<file path="src/rtl/sram_cyc_pkg.sv">
`timescale 1ns/1ps
package sram_cyc_pkg;

  typedef enum int {
    T_CYCLE, T_ADDR_ACC, T_OE_ACC, T_WE_PULSE,
    T_DATA_SETUP, T_ADDR_END, T_DATA_HOLD, T_FLOAT
  } timing_e;

  // Strobes from the control half to the datapath half.
  typedef struct packed {
    logic ceN;
    logic oeN;
    logic weN;
    logic dqDrive;
    logic done;
    logic load;     // request accepted this edge
    logic capture;  // sample the data bus this edge
  } strobe_t;

  // Minimum nanoseconds per speed grade (0 fastest).
  function automatic int gradeNs(input int grade, input timing_e t);
    case (t)
      T_CYCLE:      return (grade == 2) ? 200 : (grade == 1) ? 150 : 70;
      T_ADDR_ACC:   return (grade == 2) ? 200 : (grade == 1) ? 150 : 70;
      T_OE_ACC:     return (grade == 2) ? 80  : (grade == 1) ? 75  : 35;
      T_WE_PULSE:   return (grade == 2) ? 120 : (grade == 1) ? 90  : 50;
      T_DATA_SETUP: return (grade == 2) ? 60  : (grade == 1) ? 40  : 30;
      T_ADDR_END:   return (grade == 2) ? 140 : (grade == 1) ? 120 : 60;
      T_DATA_HOLD:  return 5;
      T_FLOAT:      return (grade == 2) ? 40  : (grade == 1) ? 35  : 25;
      default:      return 1;
    endcase
  endfunction

  function automatic int maxOf(input int a, input int b);
    return (a > b) ? a : b;
  endfunction

  function automatic int nsToCyc(input int ns, input int periodNs);
    return maxOf(1, (ns + periodNs - 1) / periodNs);
  endfunction

endpackage

</file>
<file path="src/rtl/sram_cyc_fsm.sv">
`timescale 1ns/1ps
module sram_cyc_fsm
  import sram_cyc_pkg::*;
#(
  parameter int RD_CYC   = 7,
  parameter int HIZ_CYC  = 3,
  parameter int WR_CYC   = 6,
  parameter int HOLD_CYC = 1
) (
  input  logic    clk,
  input  logic    rstN,
  input  logic    reqValid,
  input  logic    reqWrite,
  output strobe_t stb
);

  localparam int MAXC = maxOf(maxOf(RD_CYC, HIZ_CYC), maxOf(WR_CYC, HOLD_CYC));
  localparam int CW   = $clog2(MAXC + 1);

  typedef enum logic [2:0] {S_IDLE, S_READ, S_TURN, S_WRITE, S_HOLD} state_e;

  state_e        state, stateNext;
  logic [CW-1:0] cnt, cntNext;
  logic          phaseEnd;
  logic          ceQ, oeQ, weQ, driveQ, doneQ;

  assign phaseEnd = (cnt == '0);

  always_comb begin
    stateNext = state;
    cntNext   = phaseEnd ? cnt : cnt - CW'(1);
    case (state)
      S_IDLE: if (reqValid) begin
        stateNext = reqWrite ? S_WRITE : S_READ;
        cntNext   = reqWrite ? CW'(WR_CYC - 1) : CW'(RD_CYC - 1);
      end
      S_READ: if (phaseEnd) begin
        stateNext = S_TURN;
        cntNext   = CW'(HIZ_CYC - 1);
      end
      S_WRITE: if (phaseEnd) begin
        stateNext = S_HOLD;
        cntNext   = CW'(HOLD_CYC - 1);
      end
      S_TURN, S_HOLD: if (phaseEnd) stateNext = S_IDLE;
      default: stateNext = S_IDLE;
    endcase
  end

  always_ff @(posedge clk or negedge rstN) begin
    if (!rstN) begin
      state  <= S_IDLE;
      cnt    <= '0;
      ceQ    <= 1'b1;
      oeQ    <= 1'b1;
      weQ    <= 1'b1;
      driveQ <= 1'b0;
      doneQ  <= 1'b0;
    end else begin
      state  <= stateNext;
      cnt    <= cntNext;
      ceQ    <= !(stateNext inside {S_READ, S_WRITE});
      oeQ    <= (stateNext != S_READ);
      weQ    <= (stateNext != S_WRITE);
      driveQ <= (stateNext inside {S_WRITE, S_HOLD});
      doneQ  <= (stateNext == S_IDLE) && (state != S_IDLE);
    end
  end

  always_comb begin
    stb.ceN     = ceQ;
    stb.oeN     = oeQ;
    stb.weN     = weQ;
    stb.dqDrive = driveQ;
    stb.done    = doneQ;
    stb.load    = (state == S_IDLE) && reqValid;
    stb.capture = (state == S_READ) && phaseEnd;
  end

  p_idle_quiet_r1: assert property (@(posedge clk) disable iff (!rstN)
    (state == S_IDLE) |-> (ceQ && oeQ && weQ && !driveQ));
  p_oe_high_in_write_r4: assert property (@(posedge clk) disable iff (!rstN)
    !weQ |-> oeQ);
  p_we_under_ce_r4: assert property (@(posedge clk) disable iff (!rstN)
    !weQ |-> !ceQ);
  p_done_one_cycle_r9: assert property (@(posedge clk) disable iff (!rstN)
    doneQ |=> !doneQ);
  p_busy_no_load_r8: assert property (@(posedge clk) disable iff (!rstN)
    (!ceQ || driveQ) |-> (state != S_IDLE));

endmodule

</file>
<file path="src/rtl/sram_cyc_datapath.sv">
`timescale 1ns/1ps
module sram_cyc_datapath
  import sram_cyc_pkg::*;
#(
  parameter int ADDR_W = 11,
  parameter int DATA_W = 8
) (
  input  logic              clk,
  input  logic              rstN,
  input  strobe_t           stb,
  input  logic [ADDR_W-1:0] reqAddr,
  input  logic [DATA_W-1:0] reqWdata,
  input  logic [DATA_W-1:0] sramDqIn,
  output logic [ADDR_W-1:0] sramAddr,
  output logic [DATA_W-1:0] sramDqOut,
  output logic              sramDqOe,
  output logic [DATA_W-1:0] rdData
);

  logic [ADDR_W-1:0] addrReg;
  logic [DATA_W-1:0] wdataReg;

  always_ff @(posedge clk or negedge rstN) begin
    if (!rstN) begin
      addrReg  <= '0;
      wdataReg <= '0;
      rdData   <= '0;
    end else begin
      if (stb.load) begin
        addrReg  <= reqAddr;
        wdataReg <= reqWdata;
      end
      if (stb.capture) rdData <= sramDqIn;
    end
  end

  assign sramAddr  = addrReg;
  assign sramDqOut = wdataReg;
  assign sramDqOe  = stb.dqDrive;

  p_addr_stable_r5: assert property (@(posedge clk) disable iff (!rstN)
    (!stb.ceN && $past(!stb.ceN)) |-> $stable(addrReg));
  p_no_drive_with_oe_r7: assert property (@(posedge clk) disable iff (!rstN)
    stb.dqDrive |-> stb.oeN);
  p_hold_after_we_r6: assert property (@(posedge clk) disable iff (!rstN)
    $rose(stb.weN) |-> (stb.dqDrive && $stable(wdataReg) && $stable(addrReg)));
  p_capture_while_oe_r3: assert property (@(posedge clk) disable iff (!rstN)
    stb.capture |-> (!stb.oeN && !stb.ceN));
  p_load_only_idle_r8: assert property (@(posedge clk) disable iff (!rstN)
    stb.load |-> (stb.ceN && !stb.dqDrive));

endmodule

</file>
<file path="src/rtl/sram_cyc_ctrl.sv">
`timescale 1ns/1ps
module sram_cyc_ctrl
  import sram_cyc_pkg::*;
#(
  parameter int ADDR_W        = 11,
  parameter int DATA_W        = 8,
  parameter int CLK_PERIOD_NS = 10,
  parameter int SPEED_GRADE   = 0
) (
  input  logic              clk,
  input  logic              rstN,
  input  logic              reqValid,
  input  logic              reqWrite,
  input  logic [ADDR_W-1:0] reqAddr,
  input  logic [DATA_W-1:0] reqWdata,
  output logic              rspDone,
  output logic [DATA_W-1:0] rspRdata,
  output logic              sramCeN,
  output logic              sramOeN,
  output logic              sramWeN,
  output logic [ADDR_W-1:0] sramAddr,
  output logic [DATA_W-1:0] sramDqOut,
  output logic              sramDqOe,
  input  logic [DATA_W-1:0] sramDqIn
);

  localparam int CYC_NS   = gradeNs(SPEED_GRADE, T_CYCLE);
  localparam int RD_NS    = maxOf(CYC_NS, maxOf(gradeNs(SPEED_GRADE, T_ADDR_ACC),
                                                gradeNs(SPEED_GRADE, T_OE_ACC)));
  localparam int RD_CYC   = nsToCyc(RD_NS, CLK_PERIOD_NS);
  localparam int HIZ_CYC  = nsToCyc(gradeNs(SPEED_GRADE, T_FLOAT), CLK_PERIOD_NS);
  localparam int HOLD_CYC = nsToCyc(gradeNs(SPEED_GRADE, T_DATA_HOLD), CLK_PERIOD_NS);
  localparam int WR_CYC   = maxOf(
      maxOf(nsToCyc(gradeNs(SPEED_GRADE, T_WE_PULSE), CLK_PERIOD_NS),
            nsToCyc(gradeNs(SPEED_GRADE, T_DATA_SETUP), CLK_PERIOD_NS)),
      maxOf(nsToCyc(gradeNs(SPEED_GRADE, T_ADDR_END), CLK_PERIOD_NS),
            maxOf(1, nsToCyc(CYC_NS, CLK_PERIOD_NS) - HOLD_CYC)));

  strobe_t stb;

  sram_cyc_fsm #(
    .RD_CYC(RD_CYC), .HIZ_CYC(HIZ_CYC), .WR_CYC(WR_CYC), .HOLD_CYC(HOLD_CYC)
  ) u_fsm (
    .clk(clk), .rstN(rstN), .reqValid(reqValid), .reqWrite(reqWrite), .stb(stb)
  );

  sram_cyc_datapath #(.ADDR_W(ADDR_W), .DATA_W(DATA_W)) u_dp (
    .clk(clk), .rstN(rstN), .stb(stb), .reqAddr(reqAddr), .reqWdata(reqWdata),
    .sramDqIn(sramDqIn), .sramAddr(sramAddr), .sramDqOut(sramDqOut),
    .sramDqOe(sramDqOe), .rdData(rspRdata)
  );

  assign rspDone = stb.done;
  assign sramCeN = stb.ceN;
  assign sramOeN = stb.oeN;
  assign sramWeN = stb.weN;

endmodule

</file>
<file path="config.mk">
export PLATFORM = sky130hd
export DESIGN_NAME = sram_cyc_ctrl
export DESIGN_NICKNAME = d
export VERILOG_FILES = /design/src/rtl/sram_cyc_pkg.sv /design/src/rtl/sram_cyc_fsm.sv /design/src/rtl/sram_cyc_datapath.sv /design/src/rtl/sram_cyc_ctrl.sv
export SDC_FILE = /design/constraint.sdc
export NUM_CORES = 1
export LEC_CHECK = 0
export BUFFER_PORTS_ARGS = -buffer_cell sky130_fd_sc_hd__buf_2
export CORE_ASPECT_RATIO = 1.4
export CORE_MARGIN = 8
export CORE_UTILIZATION = 51
export DETAILED_ROUTE_END_ITERATION = 16
export GPL_TIMING_DRIVEN = 0
export HOLD_SLACK_MARGIN = 0.05
export PLACE_DENSITY = 0.91
export SYNTH_ARGS = -nofsm -noshare
export SYNTH_HDL_FRONTEND = slang
export SYNTH_SLANG_ARGS = --single-unit
</file>
<file path="constraint.sdc">
create_clock -name clk -period 3.1 [get_ports clk]
set_clock_uncertainty 0.05 [all_clocks]
set_input_delay 0.155 -clock clk [delete_from_list [all_inputs] [get_ports clk]]
set_output_delay 0.155 -clock clk [all_outputs]
set_load 0.1 [all_outputs]
</file>
== After elaboration in Yosys (flattened, before gate mapping) ==
Cells that the tools add are included.

* Register bits: 38
* Input bits: 31
* Output and inout port bits: 32
* Word-level logic and storage cells: 43

* $add $sub $neg: 1
* Equal/unequal tests: 9
* Muxes and demuxes: 12
* Reduce and logical (&&, ||, !) cells: 11

{| class="wikitable"
|+ Operators by type and width
! kind !! count
|-
| $mux 3 || 8
|-
| $pmux 3 s4 || 1
|-
| $eq 3x2->1 const B || 3
|-
| $logic_not 3->1 || 3
|-
| $pmux 3 s3 || 1
|-
| $eq 3x1->1 const B || 2
|-
| $eq 3x3->1 const B || 2
|-
| $mux 2 || 2
|-
| $reduce_bool 2->1 || 2
|-
| $logic_and 1x1->1 || 3
|-
| $ne 3x1->1 const B || 1
|-
| $ne 3x2->1 const B || 1
|-
| $reduce_bool 3->1 || 1
|-
| $sub 3x1->3 const B || 1
|-
| $reduce_or 2->1 || 1
|-
| $logic_not 1->1 || 1
|}

== Longest topological paths before layout ==
* Word-level depth: 6
* Gate-level depth with buffers: 7
* Gate-level depth less buffers: 7

== Cells and area by module ==
Synthesis repeated with hierarchy kept, for this count alone.

* Cells, all modules: 129
* Area, all modules: 1751.7 µm²

{| class="wikitable"
|+ By module, submodules not included
! module !! instances !! cells an instance !! area an instance (µm²)
|-
| sram_cyc_datapath || 1 || 58 || 1061.0
|-
| sram_cyc_fsm || 1 || 71 || 690.7
|}

== Worst setup path after synthesis ==
Ideal clock, no wire load.

* Kind: register -> register
* Start: reg u_fsm.cnt[0]
* End: reg u_dp.rdData[0]
* Library setup time: 0.125 ns
* Arrival time: 1.552 ns
* Path slack: 1.373 ns
* Stages on the path, launching flop included: 7
* Clock period less this slack: 1.727 ns
* Cell sequence: dfrtp_1 -> inv_1 -> ha_1 -> and2b_2 -> inv_2 -> nor3_4 -> mux2_2

* Longest elaborated chain between the ends: 2

{| class="wikitable"
|+ Ends and longest elaborated chain
! item !! RTL line !! text
|-
| from (decl) || sram_cyc_fsm.sv:23 || <nowiki>logic [CW-1:0] cnt, cntNext;</nowiki>
|-
| from (signal assigned) || sram_cyc_fsm.sv:61 || <nowiki>cnt <= cntNext;</nowiki>
|-
| $logic_not 3->1 || sram_cyc_fsm.sv:27 || <nowiki>assign phaseEnd = (cnt == '0);</nowiki>
|-
| $logic_and 1x1->1 || sram_cyc_fsm.sv:77 || <nowiki>stb.capture = (state == S_READ) && phaseEnd;</nowiki>
|-
| to (signal assigned) || sram_cyc_datapath.sv:33 || <nowiki>if (stb.capture) rdData <= sramDqIn;</nowiki>
|-
| to (decl) || sram_cyc_datapath.sv:17 || <nowiki>output logic [DATA_W-1:0] rdData</nowiki>
|}

No other way between the ends.
A chain may end at the register's enable or synchronous reset.

== Worst setup path after layout ==
* Start: reg u_fsm.cnt[0]
* End: reg u_dp.rdData[7]

Same word-level chain as after synthesis.

==> results.py <==
metrics = {
    "route": {
        "dr.pass1.iters": 4,
        "routed_wl_um": 4190,
        "wire_per_inst_um": 17.1,
        "vias": 1296,
        "post-route-drc-count": 0,
        "vias_per_cell": 5.29,
        "drt_iter0_drc": 37,
        "ant_nets": 0,
    },
    "floorplan": {
        "ioPinCount": 63,
        "design.die.area_um2": 5210,
        "die_h_um": 82.3,
        "rows": 24,
        "core_area_um2": 3060,
        "die_w_um": 63.3,
        "start_util_pct": 52.2,
    },
    "sta": {
        "tightest_slew_ns": 0.802,
        "hold_viol_final": 0,
        "fmax_mhz": 497,
        "period_needed_ns": 2.01,
        "tns_ns": 0,
        "rsz0062_at_grt": "no",
        "finalSetupViolations": 0,
        "fin_crit_sh_pct": 64.9,
        "holdWs_ns": 0.0557,
        "slew_headroom_pct": 46.5,
        "drv_slew": 0,
    },
    "clock_tree": {
        "cts_setup_buffers": 0,
        "cts_tree": "built",
        "cts_buffer_depth": 2,
        "htree_levels": 2,
        "cts_sinks": 38,
        "cts-root-buf": "clkbuf_8",
        "clkSlewWorstSetupHoldPaths_ns": 0.07,
        "cts_buffers": 5,
        "clk_latency_ns": 0.29,
    },
    "global_route": {
        "grt_overflow_total": 0,
        "grt_usage_pct": 17.2,
        "grt_max_degree": 39,
        "grt_antenna_before_repair": 0,
        "grt_pass1_vias": 1504,
        "grt_pass1_wl_um": 6930,
    },
    "synth": {
        "synth_warnings": 0,
        "synthTopCellsByArea": "dfrtp_1 (55%), mux2_2 (18%), dfstp_2 (4.9%), ha_1 (2.3%), nor4b_4 (1.5%)",
        "syn_avg_cell_area_um2": 13.9,
        "synth_area_leader_cell": "dfrtp_1",
        "syn_area_um2": 1600,
        "syn_inst": 115,
        "ys_types": 33,
        "synth_top_area_share_pct": 54.8,
        "ys_ff_latch": 38,
        "synth.net_count": 149,
        "yosysSeqAreaShare_pct": 59.7,
    },
    "hold_path": {
        "hold_path_end": "u_dp.sramAddr[9]",
        "hp-class": "in2reg",
        "worstHoldStart": "reqAddr[9]",
        "holdPathStages": 2,
    },
    "layout": {
        "area_growth_pct": 41.5,
        "final_cell_mix": "buf_2 (64), dfrtp_1 (35), mux2_2 (26)",
        "fill_cells": 209,
        "fin_nets": 239,
        "layout_commonest_cell": "buf_2",
        "drive_gt1_share_pct": 52.4,
        "diodes": 0,
    },
    "placed_design": {
        "dp_hpwl_um": 3040,
        "numPortBuffers": 62,
        "place.gp.congestion": 0.786,
    },
    "flow_run": {
        "cap_violations": 0,
    },
    "critical_path": {
        "end_kind": "register",
        "cp_max_fo": 8,
        "critPathArrivalTime_ns": 2.14,
        "criticalPathCategory": "reg2reg",
        "start_kind": "register",
        "ff2ff_setup_slack_ns": 1.09,
        "r2r_cells": 6,
        "cp_data_required_time_ns": 3.22,
        "r2r-start": "u_fsm.cnt[0]",
        "rr_endpoint": "u_dp.rdData[7]",
    },
    "status": {
        "status": "finished, final reports clean",
    },
}
worst max-delay path, stage by stage (launching register included):
cell and delay [ns]:
dfrtp_1 0.38, inv_1 0.11, ha_1 0.27, and2b_2 0.23, inv_2 0.09, nor3_4 0.37
mux2_2 0.39
final cells by class:
class,instances,area [µm²],share of cell area [%]
Buffer,5,21.3,0.940
Timing Repair Buffer,83,520,23.0
Tap cell,39,48.8,2.16
Inverter,5,18.8,0.829
Sequential cell,38,955,42.2
Multi-Input combinational cell,67,604,26.7
Clock inverter,2,12.5,0.553
Clock buffer,6,82.6,3.65
what timing repair did:
action | 4_1_cts | 5_1_grt
hold endpoints to repair | 54 | 1
resized for setup | 0 | 0
hold buffers | 20 | 1
cells in the mapped netlist:
master,n
a211o_1,2
mux2_1,1
nor3_1,2
buf_1,1
nand3b_1,1
buf_2,2
nor4b_4,1
inv_1,4
dfrtp_1,35
mux2_2,26
nor2_1,3
nor3_4,1
or3b_2,1
ha_1,3
o211ai_1,3
and2b_2,1
nand3_1,1
clkbuf_1,2
nand2b_1,2
nor2b_1,1
dfstp_2,3
nor3b_1,1
nand2_1,4
a21oi_1,2
inv_2,1
o21ai_0,4
a221o_1,1
and4bb_2,1
or2_2,1
nor4bb_1,1
a211oi_1,1
a31oi_1,1
a21o_1,1
stage by stage:
stage                     cells  area [µm²]  setup WS, ns  util [%]
after detailed placement    216        1960          1.10      63.9
after global placement      216        1960          1.23      63.9
final                       245        2260          1.09      73.9
after global routing        245        2260         0.914      73.9
after floorplan             115        1600          1.37         -
after CTS                   244        2250          1.05      73.6
sequential cells by signal (all words and copies together) (netlist names):
register and flops:
u_fsm.oeQ 1, u_fsm.driveQ 1, u_fsm.cnt 3, u_fsm.ceQ 1, u_fsm.doneQ 1, u_dp.rdData 8
u_fsm.weQ 1, u_dp.sramDqOut 8, u_dp.sramAddr 11, u_fsm.state 3
worst max-delay path by stage:
| stage | from | to | slack, ns |
|---|---|---|---|
| 2_1_floorplan | u_fsm.cnt[0] | u_dp.rdData[0] | 1.37 |
| 3_3_place_gp | u_fsm.cnt[0] | u_dp.rdData[5] | 1.23 |
| 3_5_place_dp | u_fsm.cnt[0] | u_dp.rdData[2] | 1.10 |
| 4_1_cts | u_fsm.cnt[0] | u_dp.rdData[7] | 1.05 |
| 5_1_grt | u_fsm.cnt[0] | u_dp.rdData[6] | 0.91 |
| 6_report | u_fsm.cnt[0] | u_dp.rdData[7] | 1.09 |
layer usage:
layer | global-route usage, % | share of wire, %
met1 | 13.8 | 32
met2 | 32.6 | 56
met5 | 0 | 0
met3 | 6.75 | 7.0
met4 | 13.6 | 4.8
cell families after synthesis:
group / synth area share, %
adders and majority gates: 2.35
DFF: 59.7
and+or+nand+nor: 10.1
muxes: 19.0
AOI/OAI and AO/OA: 6.34
buffers and inverters: 2.50
Power is not shown: default switching activity piles up to over one toggle a cycle in this logic, so the estimate is an artifact.
